File: src/rtl/serial_mem_pkg.sv
package serial_mem_pkg;

   typedef enum logic [2:0] {
      LNK_IDLE,
      LNK_CTRL,
      LNK_ADR_HI,
      LNK_ADR_LO,
      LNK_WDATA,
      LNK_RDATA
   } link_state_t;

   localparam int BYTE_W = 8;

endpackage

File: src/rtl/bus_sampler.sv
module bus_sampler #(
   parameter int SYNC_STAGES = 2
) (
   input  logic clk,
   input  logic rst_n,
   input  logic scl_i,
   input  logic sda_i,
   output logic scl_lvl,
   output logic sda_lvl,
   output logic scl_rise,
   output logic scl_fall,
   output logic start_ev,
   output logic stop_ev
);

   localparam int TOP = SYNC_STAGES - 1;

   logic [TOP:0] scl_sh, sda_sh;
   logic         scl_p, sda_p;

   generate
      if (SYNC_STAGES < 2) begin : g_bad_sync
         $error("bus_sampler: SYNC_STAGES must be at least 2");
      end
   endgenerate

   always_ff @(posedge clk or negedge rst_n) begin
      if (!rst_n) begin
         scl_sh <= '1;
         sda_sh <= '1;
         scl_p  <= 1'b1;
         sda_p  <= 1'b1;
      end else begin
         scl_sh <= {scl_sh[TOP-1:0], scl_i};
         sda_sh <= {sda_sh[TOP-1:0], sda_i};
         scl_p  <= scl_sh[TOP];
         sda_p  <= sda_sh[TOP];
      end
   end

   assign scl_lvl  = scl_sh[TOP];
   assign sda_lvl  = sda_sh[TOP];
   assign scl_rise = scl_lvl & ~scl_p;
   assign scl_fall = ~scl_lvl & scl_p;
   assign start_ev = scl_lvl & scl_p & sda_p & ~sda_lvl;
   assign stop_ev  = scl_lvl & scl_p & ~sda_p & sda_lvl;

endmodule

File: src/rtl/word_addr_counter.sv
module word_addr_counter #(
   parameter int ADDR_BITS = 12,
   parameter int PAGE_BITS = 5
) (
   input  logic                 clk,
   input  logic                 rst_n,
   input  logic                 load,
   input  logic [ADDR_BITS-1:0] load_val,
   input  logic                 inc_page,
   input  logic                 inc_full,
   output logic [ADDR_BITS-1:0] addr
);

   logic [ADDR_BITS-1:0] cnt, page_next;

   generate
      if (PAGE_BITS > 0) begin : g_paged
         logic [PAGE_BITS-1:0] low_inc;
         assign low_inc   = cnt[PAGE_BITS-1:0] + PAGE_BITS'(1);
         assign page_next = {cnt[ADDR_BITS-1:PAGE_BITS], low_inc};

         AST_PAGE_HOLD: assert property (@(posedge clk) disable iff (!rst_n)
            (inc_page && !load && !inc_full) |=>
               (cnt[ADDR_BITS-1:PAGE_BITS] == $past(cnt[ADDR_BITS-1:PAGE_BITS])));
      end else begin : g_flat
         assign page_next = cnt + ADDR_BITS'(1);
      end
   endgenerate

   always_ff @(posedge clk or negedge rst_n) begin
      if (!rst_n)        cnt <= '0;
      else if (load)     cnt <= load_val;
      else if (inc_full) cnt <= cnt + ADDR_BITS'(1);
      else if (inc_page) cnt <= page_next;
   end

   assign addr = cnt;

endmodule

File: src/rtl/serial_mem_port.sv
module serial_mem_port
   import serial_mem_pkg::*;
#(
   parameter int         ADDR_BITS   = 12,
   parameter int         PAGE_BITS   = 5,
   parameter int         SYNC_STAGES = 2,
   parameter logic [3:0] DEV_TYPE    = 4'b1010
) (
   input  logic                 clk,
   input  logic                 rst_n,
   input  logic                 scl_i,
   input  logic                 sda_i,
   input  logic [2:0]           strap_i,
   input  logic                 wr_busy,
   input  logic [BYTE_W-1:0]    rd_data,
   output logic                 sda_oe,
   output logic [ADDR_BITS-1:0] mem_addr,
   output logic                 wr_strobe,
   output logic [BYTE_W-1:0]    wr_data,
   output logic                 wr_commit,
   output logic                 addr_load
);

   localparam int HI_BITS = ADDR_BITS - BYTE_W;
   localparam logic [3:0] LAST_BIT = 4'(BYTE_W);

   generate
      if (ADDR_BITS < 9 || ADDR_BITS > 16) begin : g_bad_addr
         $error("serial_mem_port: ADDR_BITS must be 9..16");
      end
      if (PAGE_BITS >= ADDR_BITS) begin : g_bad_page
         $error("serial_mem_port: PAGE_BITS must be below ADDR_BITS");
      end
   endgenerate

   logic scl_lvl, sda_lvl, rise_ev, fall_ev, start_ev, stop_ev;

   bus_sampler #(.SYNC_STAGES(SYNC_STAGES)) u_sampler (
      .clk      (clk),
      .rst_n    (rst_n),
      .scl_i    (scl_i),
      .sda_i    (sda_i),
      .scl_lvl  (scl_lvl),
      .sda_lvl  (sda_lvl),
      .scl_rise (rise_ev),
      .scl_fall (fall_ev),
      .start_ev (start_ev),
      .stop_ev  (stop_ev)
   );

   link_state_t         st;
   logic [3:0]          bitcnt;
   logic                ack_ph;
   logic                pend;
   logic [BYTE_W-1:0]   shreg;
   logic [BYTE_W-2:0]   tx;
   logic [HI_BITS-1:0]  hi_q;

   logic byte_fall, ctrl_hit, cnt_load, cnt_inc_full;

   assign byte_fall    = fall_ev && (bitcnt == LAST_BIT) && !ack_ph;
   assign ctrl_hit     = (shreg[7:4] == DEV_TYPE) && (shreg[3:1] == strap_i) && !wr_busy;
   assign cnt_load     = (st == LNK_ADR_LO) && byte_fall;
   assign cnt_inc_full = (st == LNK_RDATA) && byte_fall;

   word_addr_counter #(.ADDR_BITS(ADDR_BITS), .PAGE_BITS(PAGE_BITS)) u_counter (
      .clk      (clk),
      .rst_n    (rst_n),
      .load     (cnt_load),
      .load_val ({hi_q, shreg}),
      .inc_page (wr_strobe),
      .inc_full (cnt_inc_full),
      .addr     (mem_addr)
   );

   always_ff @(posedge clk or negedge rst_n) begin
      if (!rst_n) begin
         st        <= LNK_IDLE;
         bitcnt    <= '0;
         ack_ph    <= 1'b0;
         pend      <= 1'b0;
         shreg     <= '0;
         tx        <= '0;
         hi_q      <= '0;
         sda_oe    <= 1'b0;
         wr_strobe <= 1'b0;
         wr_data   <= '0;
         wr_commit <= 1'b0;
         addr_load <= 1'b0;
      end else begin
         wr_strobe <= 1'b0;
         wr_commit <= 1'b0;
         addr_load <= 1'b0;
         if (start_ev) begin
            st     <= LNK_CTRL;
            bitcnt <= '0;
            ack_ph <= 1'b0;
            sda_oe <= 1'b0;
         end else if (stop_ev) begin
            st     <= LNK_IDLE;
            bitcnt <= '0;
            ack_ph <= 1'b0;
            sda_oe <= 1'b0;
            if (pend) begin
               wr_commit <= 1'b1;
               pend      <= 1'b0;
            end
         end else begin
            case (st)
               LNK_IDLE: ;
               LNK_RDATA: begin
                  if (ack_ph) begin
                     if (fall_ev) begin
                        ack_ph <= 1'b0;
                        bitcnt <= '0;
                        tx     <= rd_data[BYTE_W-2:0];
                        sda_oe <= ~rd_data[BYTE_W-1];
                     end
                  end else if (rise_ev) begin
                     if (bitcnt == LAST_BIT) begin
                        if (sda_lvl) st     <= LNK_IDLE;
                        else         ack_ph <= 1'b1;
                     end else begin
                        bitcnt <= bitcnt + 4'd1;
                     end
                  end else if (fall_ev) begin
                     if (bitcnt == LAST_BIT) begin
                        sda_oe <= 1'b0;
                     end else if (bitcnt != 4'd0) begin
                        tx     <= {tx[BYTE_W-3:0], 1'b0};
                        sda_oe <= ~tx[BYTE_W-2];
                     end
                  end
               end
               default: begin
                  if (ack_ph) begin
                     if (fall_ev) begin
                        ack_ph <= 1'b0;
                        sda_oe <= 1'b0;
                        bitcnt <= '0;
                     end
                  end else if (rise_ev && bitcnt != LAST_BIT) begin
                     shreg  <= {shreg[BYTE_W-2:0], sda_lvl};
                     bitcnt <= bitcnt + 4'd1;
                  end else if (byte_fall) begin
                     case (st)
                        LNK_CTRL: begin
                           if (ctrl_hit) begin
                              ack_ph <= 1'b1;
                              sda_oe <= 1'b1;
                              st     <= shreg[0] ? LNK_RDATA : LNK_ADR_HI;
                           end else begin
                              st <= LNK_IDLE;
                           end
                        end
                        LNK_ADR_HI: begin
                           hi_q   <= shreg[HI_BITS-1:0];
                           ack_ph <= 1'b1;
                           sda_oe <= 1'b1;
                           st     <= LNK_ADR_LO;
                        end
                        LNK_ADR_LO: begin
                           addr_load <= 1'b1;
                           ack_ph    <= 1'b1;
                           sda_oe    <= 1'b1;
                           st        <= LNK_WDATA;
                        end
                        default: begin
                           wr_strobe <= 1'b1;
                           wr_data   <= shreg;
                           pend      <= 1'b1;
                           ack_ph    <= 1'b1;
                           sda_oe    <= 1'b1;
                        end
                     endcase
                  end
               end
            endcase
         end
      end
   end

   AST_ACK_SCL_LOW: assert property (@(posedge clk) disable iff (!rst_n)
      $rose(sda_oe) |-> !scl_lvl);

   AST_BUSY_NOACK: assert property (@(posedge clk) disable iff (!rst_n)
      (st == LNK_CTRL && byte_fall && wr_busy) |=> (!sda_oe && st == LNK_IDLE));

   AST_STROBE_PULSE: assert property (@(posedge clk) disable iff (!rst_n)
      wr_strobe |=> !wr_strobe);

   AST_COMMIT_AT_STOP: assert property (@(posedge clk) disable iff (!rst_n)
      wr_commit |-> $past(stop_ev));

   AST_START_ABORTS: assert property (@(posedge clk) disable iff (!rst_n)
      start_ev |=> (st == LNK_CTRL && !sda_oe && bitcnt == 4'd0));

endmodule

File: config.mk
export PLATFORM = sky130hd
export DESIGN_NAME = serial_mem_port
export DESIGN_NICKNAME = d
export VERILOG_FILES = /design/src/rtl/serial_mem_pkg.sv /design/src/rtl/bus_sampler.sv /design/src/rtl/word_addr_counter.sv /design/src/rtl/serial_mem_port.sv
export SDC_FILE = /design/constraint.sdc
export NUM_CORES = 1
export LEC_CHECK = 0
export BUFFER_PORTS_ARGS = -buffer_cell sky130_fd_sc_hd__buf_2
export CAP_MARGIN = 25
export CELL_PAD_IN_SITES_DETAIL_PLACEMENT = 0
export CELL_PAD_IN_SITES_GLOBAL_PLACEMENT = 1
export CORE_ASPECT_RATIO = 1.4
export CORE_UTILIZATION = 30
export CTS_BUF_LIST = sky130_fd_sc_hd__clkbuf_8 sky130_fd_sc_hd__clkbuf_16
export CTS_CLUSTER_DIAMETER = 40
export CTS_CLUSTER_SIZE = 25
export DETAILED_ROUTE_END_ITERATION = 8
export PLACE_DENSITY_LB_ADDON = 0.1
export SLEW_MARGIN = 20
export SYNTH_ARGS = -nofsm -noshare
export SYNTH_HDL_FRONTEND = slang
export SYNTH_HIERARCHICAL = 1
export SYNTH_SLANG_ARGS = --single-unit
export TNS_END_PERCENT = 100
File: constraint.sdc
create_clock -name clk -period 3.3 [get_ports clk]
set_input_delay 0.66 -clock clk [delete_from_list [all_inputs] [get_ports clk]]
set_output_delay 0.66 -clock clk [all_outputs]
set_load 0.005 [all_outputs]
==> results.sh, run 1 <==
export IMPL_grt_pass1_wl_um=11540
export IMPL_viasPerCell=4.793
export IMPL_synth_edf_count=0
export IMPL_status="finished, final reports clean"
export IMPL_postCtsSetupRepairBufs=0
export IMPL_setup_viol=0
export IMPL_dieHeight_um=119.2
export IMPL_fin_util_pct=38.36
export IMPL_fin_area_um2=3649
export IMPL_drive_gt1_share_pct=30.99
export IMPL_path_max_fanout=7
export IMPL_yosys_area_top_type="dfrtp_1"
export IMPL_rows=42
export IMPL_period_share_pct=73.96
export IMPL_seq_area_um2=1459
export IMPL_drtPass1Iterations=4
export IMPL_crit_type="register to register"
export IMPL_overflow=0
export IMPL_place_inst=429
export IMPL_drcViolationCount=0
export IMPL_worstReg2RegEnd="u_counter/addr[11]$_DFFE_PN0P_"
export IMPL_cts_made_buffers=9
export IMPL_wl_um=7057
export IMPL_dp_hpwl_um=5242
export IMPL_synth_area_leaders="dfrtp_1 (44%), dfstp_2 (5.4%), mux2_2 (5.4%)"
export IMPL_multi_input_area_um2=1408
export IMPL_ctsResizeCount=0
export IMPL_path_clk_slew_ns=0.05
export IMPL_syn2layout_area_growth_pct=24.03
export IMPL_drv_cap=0
export IMPL_p_leak_nw=1.729
export IMPL_startpoint_type="register"
export IMPL_hp_class="input pin to async pin"
export IMPL_synthArstFlopShare_pct=100.0
export IMPL_yosysSeqAreaShare_pct=49.60
export IMPL_grt_max_degree=37
export IMPL_fin_setup_tns_ns=0
export IMPL_cts_tree="yes"
export IMPL_antenna_found_initial=0
export IMPL_clock_sinks=58
export IMPL_fillers=967
export IMPL_gp_congestion=0.7864
export IMPL_htreeDepth=3
export IMPL_clockRootBuffer="clkbuf_16"
export IMPL_syn_area_um2=2942
export IMPL_syn_num_nets=282
export IMPL_yosys_area_top_type_share_pct=44.24
export IMPL_slew_viol_final=0
export IMPL_finalHoldViolCount=0
export IMPL_port_buffers=39
export IMPL_max_vdd_ir_drop_mv=0.2468
export IMPL_cts_hold_buf=0
export IMPL_reg2reg_from="u_sampler/scl_p$_DFF_PN1_"
export IMPL_grt_use_total_pct=15.11
export IMPL_fin_nets=327
export IMPL_core_area_um2=9512
export IMPL_diodes=0
export IMPL_timing_fmax_ghz=0.4097
export IMPL_layoutNonFillerInstCount=445
export IMPL_placed_area_um2=3303
export IMPL_synth_cell_types=54
export IMPL_syn_inst=263
export IMPL_drt_iter0_markers=53
export IMPL_skew_ns=0.007417
export IMPL_routedWlPerCell_um=15.86
export IMPL_ys_flop_type="dfrtp_1"
export IMPL_ys_ff_latch=58
export IMPL_vias=2133
export IMPL_io_pin_count=40
export IMPL_die_area_um2=10210
export IMPL_grt_pass1_vias=2185
export IMPL_insertion_delay_ns=0.33
export IMPL_cp_end_kind="register"
export IMPL_initial_utilization_pct=30.93
export IMPL_required_ns=3.51
export IMPL_tightest_slew_ns=0.7394
export IMPL_ys_warn_count=6
export IMPL_clock_path_buffers=2
export IMPL_worst_r2r_path_depth=8
export IMPL_pwr_density_cell_nw_per_um2=611.1
export IMPL_die_w_um=85.69
export IMPL_slew_headroom_pct=50.37
export IMPL_synth_area_per_cell_um2=11.18
export IMPL_cp_arrival_ns=2.65
export IMPL_r2r_setup_slack_ns=0.86
export IMPL_ant_nets=0
export IMPL_rsz0062_at_grt="no"
export IMPL_period_minus_slack_ns=2.441
## worst max-delay path by stage
stage / cells after the start / endpoint / from / slack [ns]
2_1_floorplan: 7 / u_counter/addr[11]$_DFFE_PN0P_ / ack_ph$_DFFE_PN0N_ / 0.67
3_3_place_gp: 5 / tx[0]$_DFFE_PN0P_ / u_sampler/sda_sh[1]$_DFF_PN1_ / 0.58
3_5_place_dp: 5 / tx[0]$_DFFE_PN0P_ / u_sampler/sda_sh[1]$_DFF_PN1_ / 0.89
4_1_cts: 5 / tx[0]$_DFFE_PN0P_ / u_sampler/sda_sh[1]$_DFF_PN1_ / 0.87
5_1_grt: 8 / u_counter/addr[11]$_DFFE_PN0P_ / u_sampler/scl_p$_DFF_PN1_ / 0.74
6_report: 8 / u_counter/addr[11]$_DFFE_PN0P_ / u_sampler/scl_p$_DFF_PN1_ / 0.86
## metrics by stage
step | hold slack, ns | power (W) | setup WS, ns
2_1_floorplan | 0.3452 | 0.001058 | 0.6693
3_3_place_gp | 0.3462 | 0.001178 | 0.5826
3_5_place_dp | 0.3473 | 0.001176 | 0.8874
4_1_cts | 0.3368 | 0.002271 | 0.8685
5_1_grt | 0.3568 | 0.002338 | 0.7390
6_report | 0.3258 | 0.002230 | 0.8594
## where the power goes
group | total, W | internal [W] | switching (W)
Combinational | 0.000239 | 0.000124 | 0.000115
Sequential | 0.000919 | 0.000791 | 0.000128
Clock | 0.00107 | 0.000753 | 0.000319
Total | 0.00223 | 0.00167 | 0.000562
## layer usage
metal | routed length (um) | global-route usage, % | share of wire, %
met1 | 3060 | 17.61 | 43
met2 | 3655 | 26.10 | 52
met3 | 210 | 3.604 | 3.0
met4 | 131 | 6.563 | 1.9
met5 | 0 | 0 | 0
## synth_stat cells, types with 3 or more instances
cell       n
nor2_1    15
mux2i_1    8
nor3_1     5
dfstp_2    6
mux2_2    14
mux2_4     8
clkbuf_1   5
nand2b_1   3
dfrtp_1   52
o21ai_0   24
nand3_1    5
buf_2      3
xnor2_1    7
or3_1      4
nor2b_1    6
xor2_1    10
a21oi_1    5
nand2_1   26
inv_1      7
nand4_1    3
ha_1       3
## critical path: stages, from the launching register on
cell and delay, ns:
dfstp_2 0.53, nor2b_1 0.22, inv_1 0.17, nor4_1 0.36
buf_4 0.24, nand4_4 0.14, nor4_4 0.28, xor2_1 0.11
mux2_2 0.26
## cell type report
class | instances | area share (%)
repair buffers | 44 | 6.722
inverters | 7 | 0.7202
multi-input cells | 188 | 38.58
well taps | 132 | 4.527
clock inverters | 6 | 2.915
clock buffers | 10 | 6.550
flip-flops and latches | 58 | 39.99
## flip-flops by register name, indices dropped and copies added, names as in the netlist, 2 cells and up
register	cells
bitcnt	4
hi_q	4
shreg	8
st	3
tx	7
u_counter/addr	12
u_sampler/scl_sh	2
u_sampler/sda_sh	2
wr_data	8
## layout by cell type (no fill, tap or decap), types with 2 or more instances in the layout
master / n
dfrtp_1: 52
buf_2: 39
nand2_1: 26
o21ai_0: 23
nor2_1: 15
mux2_2: 14
xor2_1: 10
inv_1: 9
clkbuf_16: 9
mux2_4: 8
mux2i_1: 8
xnor2_1: 7
nor2b_1: 6
dfstp_2: 6
nand3_1: 5
nor3_1: 5
a21oi_1: 5
or3_1: 4
buf_4: 4
nand2b_1: 3
o21ai_1: 3
nand4_1: 3
ha_1: 3
bufinv_16: 3
nand3b_4: 2
nor4_1: 2
nor3b_1: 2
o31ai_1: 2
a22o_1: 2
a32o_1: 2
o211ai_1: 2
a211oi_1: 2
o311ai_0: 2
and4b_1: 2
## kinds of logic (layout without fill, tap and decap cells)
| logic type | after synthesis | after routing | share of synthesized area, % |
|---|---|---|---|
| and+or+nand+nor | 87 | 87 | 18.33 |
| DFF | 58 | 58 | 49.60 |
| AOI/OAI and AO/OA | 51 | 51 | 11.02 |
| muxes | 30 | 30 | 12.17 |
| xor gates and xnor gates | 17 | 17 | 5.062 |
| buffers and inverters | 17 | 67 | 2.552 |
| adders and majority gates | 3 | 3 | 1.276 |
(Power assumes the default switching activity.)
==> inputs of run 2 (changes only) <==
clock period = 2.2 ns   (was 3.3 ns; I/O delays follow)
==> run 2 against run 1 <==
  * Setup slack got worse by 0.77 ns
  * Clock power is 40% higher
  * Clock skew fell by 0.0038 ns
  * Hold slack lost 0.22 ns
  * Critical path type unchanged
==> results.sh, run 2 (synthesis results as in run 1) <==
export IMPL_p_seq_share_pct=39.6
export IMPL_fillers=943
export IMPL_cp_arrival_ns=2.32
export IMPL_p_clk_share_pct=45.0
export IMPL_grt_max_degree=59
export IMPL_worstSetupStartpoint="u_sampler/sda_sh[1]$_DFF_PN1_"
export IMPL_port_buffers=39
export IMPL_die_w_um=85.69
export IMPL_worst_r2r_path_depth=5
export IMPL_ant_nets=0
export IMPL_worstReg2RegEnd="wr_data[3]$_DFFE_PN0P_"
export IMPL_hp_class="input pin to async pin"
export IMPL_finalHoldViolCount=0
export IMPL_pwr_share_comb_pct=15.3
export IMPL_vias=2266
export IMPL_gp_congestion=0.7962
export IMPL_drtPass1Iterations=4
export IMPL_placed_area_um2=3483
export IMPL_dp_hpwl_um=5397
export IMPL_p_leak_nw=1.843
export IMPL_cts_made_buffers=9
export IMPL_rows=42
export IMPL_period_share_pct=95.85
export IMPL_clock_sinks=58
export IMPL_path_clk_slew_ns=0.05
export IMPL_switching_share_pct=26.48
export IMPL_initial_utilization_pct=30.93
export IMPL_skew_ns=0.003628
export IMPL_drv_cap=0
export IMPL_net_switching_power_w=0.0008815
export IMPL_required_ns=2.41
export IMPL_slew_headroom_pct=67.23
export IMPL_clockRootBuffer="clkbuf_16"
export IMPL_core_area_um2=9512
export IMPL_grt_use_total_pct=15.95
export IMPL_startpoint_type="register"
export IMPL_timing_fmax_ghz=0.4742
export IMPL_cts_hold_buf=0
export IMPL_setup_viol=0
export IMPL_viasPerCell=4.801
export IMPL_worstSetupEndpoint="wr_data[3]$_DFFE_PN0P_"
export IMPL_antenna_found_initial=0
export IMPL_pwr_density_cell_nw_per_um2=863.4
export IMPL_drive_gt1_share_pct=38.53
export IMPL_max_vdd_ir_drop_mv=0.3701
export IMPL_insertion_delay_ns=0.33
export IMPL_routedWlPerCell_um=15.85
export IMPL_overflow=0
export IMPL_largest_register_ffs=12
export IMPL_crit_type="register to register"
export IMPL_fin_area_um2=3856
export IMPL_syn2layout_area_growth_pct=31.09
export IMPL_total_power_w=0.003329
export IMPL_cts_tree="yes"
export IMPL_period_minus_slack_ns=2.109
export IMPL_wl_um=7481
export IMPL_path_max_fanout=9
export IMPL_fin_nets=354
export IMPL_grt_pass1_wl_um=12140
export IMPL_slew_viol_final=0
export IMPL_drcViolationCount=0
export IMPL_htreeDepth=3
export IMPL_fin_util_pct=40.54
export IMPL_diodes=0
export IMPL_p_int_w=0.002448
export IMPL_fin_setup_tns_ns=0
export IMPL_tightest_slew_ns=0.4855
export IMPL_drt_iter0_markers=85
export IMPL_rsz0062_at_grt="no"
export IMPL_status="finished, final reports clean"
export IMPL_reg2reg_from="u_sampler/sda_sh[1]$_DFF_PN1_"
export IMPL_clock_path_buffers=2
export IMPL_grt_pass1_vias=2296
export IMPL_io_pin_count=40
export IMPL_r2r_setup_slack_ns=0.09
export IMPL_dieHeight_um=119.2
export IMPL_final_common_cell="dfrtp_1"
export IMPL_cp_end_kind="register"
export IMPL_die_area_um2=10210
export IMPL_layout_common_cells="dfrtp_1 (52), buf_2 (39), buf_4 (31), nand2_1 (26), o21ai_0 (24)"
run 2: cell count changes in the layout (fill, tap and decap cells not counted), moves of 2 or more:
cell / delta
inv_1: -2
buf_4: +27
nor3_1: -2
clkinv_2: +2
nor3_2: +2
run 2: how the worst min path moves through the flow:
stage / cells past startpoint / start / end / slack (ns)
after floorplan: 0 / rst_n / ack_ph$_DFFE_PN0N_ / 0.14
after global placement: 0 / u_sampler/sda_sh[0]$_DFF_PN1_ / u_sampler/sda_sh[1]$_DFF_PN1_ / 0.35
after detailed placement: 0 / u_sampler/scl_sh[0]$_DFF_PN1_ / u_sampler/scl_sh[1]$_DFF_PN1_ / 0.35
after CTS: 2 / rst_n / wr_data[2]$_DFFE_PN0P_ / 0.12
after global routing: 2 / rst_n / wr_data[2]$_DFFE_PN0P_ / 0.13
final: 2 / rst_n / wr_data[2]$_DFFE_PN0P_ / 0.11
run 2: metrics by stage:
step                setup slack [ns]  instances  hold WS (ns)
CTS                         0.006045        467        0.1181
floorplan                    0.03598        263        0.1444
finish                       0.09128        472        0.1061
global route                0.001679        472        0.1291
global placement             0.03388        451        0.3468
detailed placement          0.002262        451        0.3479
run 2: area by class of cell:
type	count	area (um^2)	share of cell area (%)
clock inverter	6	81.33	2.109
multi-input combinational	188	1438	37.28
clock buffer	10	239.0	6.197
inverter	7	26.28	0.6814
timing repair buffer	71	447.9	11.62
sequential	58	1459	37.83
tap	132	165.2	4.283
run 2: power by group through the flow:
stage               clock (W)  combinational [W]  sequential (W)
floorplan                   0           0.000284         0.00130
global placement            0           0.000501         0.00134
detailed placement          0           0.000507         0.00134
CTS                   0.00156           0.000511         0.00133
global route          0.00160           0.000558         0.00134
finish                0.00150           0.000511         0.00132
run 2: timing repair:
action / 4_1_cts / 5_1_grt
cloned: 0 / 0
buffers inserted: 0 / 5
gates resized for setup: 0 / 5
pin swaps: 1 / 3
endpoints found under the setup margin: 1 / 17
run 2: critical path, stage by stage (launching register included):
cell,delay [ns]
dfstp_2,0.56
and4b_1,0.22
or2_2,0.34
or3_1,0.36
buf_4,0.20
mux2_4,0.30
run 2: metal layers:
layer | wire, um | GRT usage, %
met2 | 3884 | 26.85
met1 | 3111 | 18.51
met3 | 235 | 3.188
met5 | 0 | 0
met4 | 249 | 9.479
==> inputs of run 3 (changes only) <==
SETUP_SLACK_MARGIN = 0.1   (was unset)
==> run 3 against run 2 <==
  * Non-clock buffer count is 5 lower
  * Core utilization is 0.43 points higher
  * Hold slack better by 0.023 ns
  * Die area stayed put
  * Clock power hardly changed
  * Total power is 1.4% higher
  * Global-route usage is 0.20 points higher
  * Cell area is 1.1% higher
  * Critical path type unchanged
==> results.sh, run 3 (synthesis results as in run 1) <==
export IMPL_grt_use_total_pct=16.15
export IMPL_hp_class="input pin to async pin"
export IMPL_fin_setup_tns_ns=0
export IMPL_holdWs_ns=0.1295
export IMPL_status="finished, final reports clean"
export IMPL_die_area_um2=10210
export IMPL_finalHoldViolCount=0
export IMPL_wl_met2_um=3899
export IMPL_diodes=0
export IMPL_switching_share_pct=26.19
export IMPL_fillers=956
export IMPL_total_power_w=0.003377
export IMPL_rows=42
export IMPL_period_share_pct=91.59
export IMPL_cp_arrival_ns=2.22
export IMPL_path_clk_slew_ns=0.05
export IMPL_pwr_share_comb_pct=15.5
export IMPL_tightest_slew_ns=0.6291
export IMPL_fin_nets=349
export IMPL_clock_path_buffers=2
export IMPL_cts_made_buffers=9
export IMPL_startpoint_type="register"
export IMPL_dp_hpwl_um=5526
export IMPL_gp_congestion=0.8491
export IMPL_p_clk_share_pct=45.1
export IMPL_drv_cap=0
export IMPL_routedWlPerCell_um=15.64
export IMPL_slew_viol_final=0
export IMPL_grt_pass1_vias=2367
export IMPL_setup_slack_ns=0.1851
export IMPL_max_vdd_ir_drop_mv=0.4006
export IMPL_grt_pass1_wl_um=12120
export IMPL_worstReg2RegEnd="u_counter/addr[5]$_DFFE_PN0P_"
export IMPL_worstSetupStartpoint="u_sampler/scl_p$_DFF_PN1_"
export IMPL_layout_common_cells="dfrtp_1 (52), buf_2 (39), nand2_1 (26), buf_4 (24), o21ai_0 (21)"
export IMPL_timing_fmax_ghz=0.4963
export IMPL_clockRootBuffer="clkbuf_16"
export IMPL_cp_end_kind="register"
export IMPL_largest_register_ffs=12
export IMPL_p_int_w=0.002493
export IMPL_dp_slack_ns=-0.01758
export IMPL_top_layer_used="met4"
export IMPL_clock_sinks=58
export IMPL_required_ns=2.40
export IMPL_pwr_density_cell_nw_per_um2=866.5
export IMPL_drive_gt1_share_pct=38.51
export IMPL_skew_ns=0.005999
export IMPL_cts_tree="yes"
export IMPL_die_w_um=85.69
export IMPL_drcViolationCount=0
export IMPL_reg2reg_from="u_sampler/scl_p$_DFF_PN1_"
export IMPL_insertion_delay_ns=0.33
export IMPL_viasPerCell=4.758
export IMPL_wl_met3_um=224
export IMPL_period_minus_slack_ns=2.015
export IMPL_antenna_found_initial=0
export IMPL_wl_met1_um=2936
export IMPL_grt_max_degree=26
export IMPL_core_area_um2=9512
export IMPL_rsz0062_at_grt="yes"
export IMPL_htreeDepth=3
export IMPL_io_pin_count=40
export IMPL_initial_utilization_pct=30.93
export IMPL_p_seq_share_pct=39.5
export IMPL_slew_headroom_pct=58.06
export IMPL_worst_r2r_path_depth=9
export IMPL_path_max_fanout=5
export IMPL_port_buffers=39
export IMPL_placed_area_um2=3450
export IMPL_vias=2222
export IMPL_dieHeight_um=119.2
export IMPL_final_common_cell="dfrtp_1"
export IMPL_setup_viol=0
export IMPL_worstSetupEndpoint="u_counter/addr[5]$_DFFE_PN0P_"
export IMPL_ant_nets=0
export IMPL_crit_type="register to register"
export IMPL_overflow=0
export IMPL_wl_um=7304
export IMPL_p_leak_nw=1.856
export IMPL_drt_iter0_markers=60
export IMPL_syn2layout_area_growth_pct=32.50
export IMPL_fin_area_um2=3897
export IMPL_r2r_setup_slack_ns=0.19
export IMPL_drtPass1Iterations=4
export IMPL_net_switching_power_w=0.0008844
run 3: cell types whose count changed in the layout (fill, tap and decap cells not counted), sizes merged:
cell,before,now
clkbuf,10,11
clkinvlp,1,0
buf,71,66
run 3: critical path: stages, from the launching register on:
cell and delay, ns:
dfstp_2 0.55, nor2b_4 0.19, inv_4 0.07, nor4_4 0.35, buf_4 0.20, buf_12 0.10
nand3_1 0.07, nor2_1 0.13, xnor2_1 0.13, o21ai_0 0.09
run 3: how the worst min path moves through the flow:
stage	depth (start not counted)	startpoint	to
floorplan	0	rst_n	ack_ph$_DFFE_PN0N_
global placement	0	u_sampler/scl_sh[0]$_DFF_PN1_	u_sampler/scl_sh[1]$_DFF_PN1_
detailed placement	0	u_sampler/scl_sh[0]$_DFF_PN1_	u_sampler/scl_sh[1]$_DFF_PN1_
CTS	1	rst_n	tx[5]$_DFFE_PN0P_
global route	1	rst_n	hi_q[1]$_DFFE_PN0P_
finish	1	rst_n	hi_q[1]$_DFFE_PN0P_
run 3: final cells by class:
cell class | count | area [um^2] | area share (%)
inverters | 7 | 28.78 | 0.7384
well taps | 132 | 165.2 | 4.238
multi-input cells | 188 | 1488 | 38.17
flip-flops and latches | 58 | 1459 | 37.43
clock inverters | 5 | 77.57 | 1.990
repair buffers | 66 | 426.7 | 10.95
clock buffers | 11 | 252.7 | 6.485
run 3: power by group through the flow:
| stage | Clock (W) | Sequential, W | Combinational [W] |
|---|---|---|---|
| detailed placement | 0 | 0.00135 | 0.000496 |
| CTS | 0.00156 | 0.00133 | 0.000503 |
| global route | 0.00161 | 0.00135 | 0.000581 |
| global placement | 0 | 0.00135 | 0.000493 |
| floorplan | 0 | 0.00130 | 0.000286 |
| finish | 0.00152 | 0.00133 | 0.000522 |
run 3: per-layer routing:
metal,vias up,global-route usage (%)
met4,0,9.688
met5,-,0
met3,14,3.742
met2,43,28.20
li1,1080,-
met1,1085,17.50
run 3: timing repair:
action,4_1_cts,5_1_grt
pin swaps,4,6
endpoints found under the setup margin,10,34
resized for setup,4,12
buffers inserted,2,3
hold buffers,0,0
run 3: metrics by stage:
step,cells,util (%)
4_1_cts,464,40.11
5_1_grt,467,40.98
3_3_place_gp,446,36.27
3_5_place_dp,446,36.27
6_report,467,40.98
2_1_floorplan,263,-
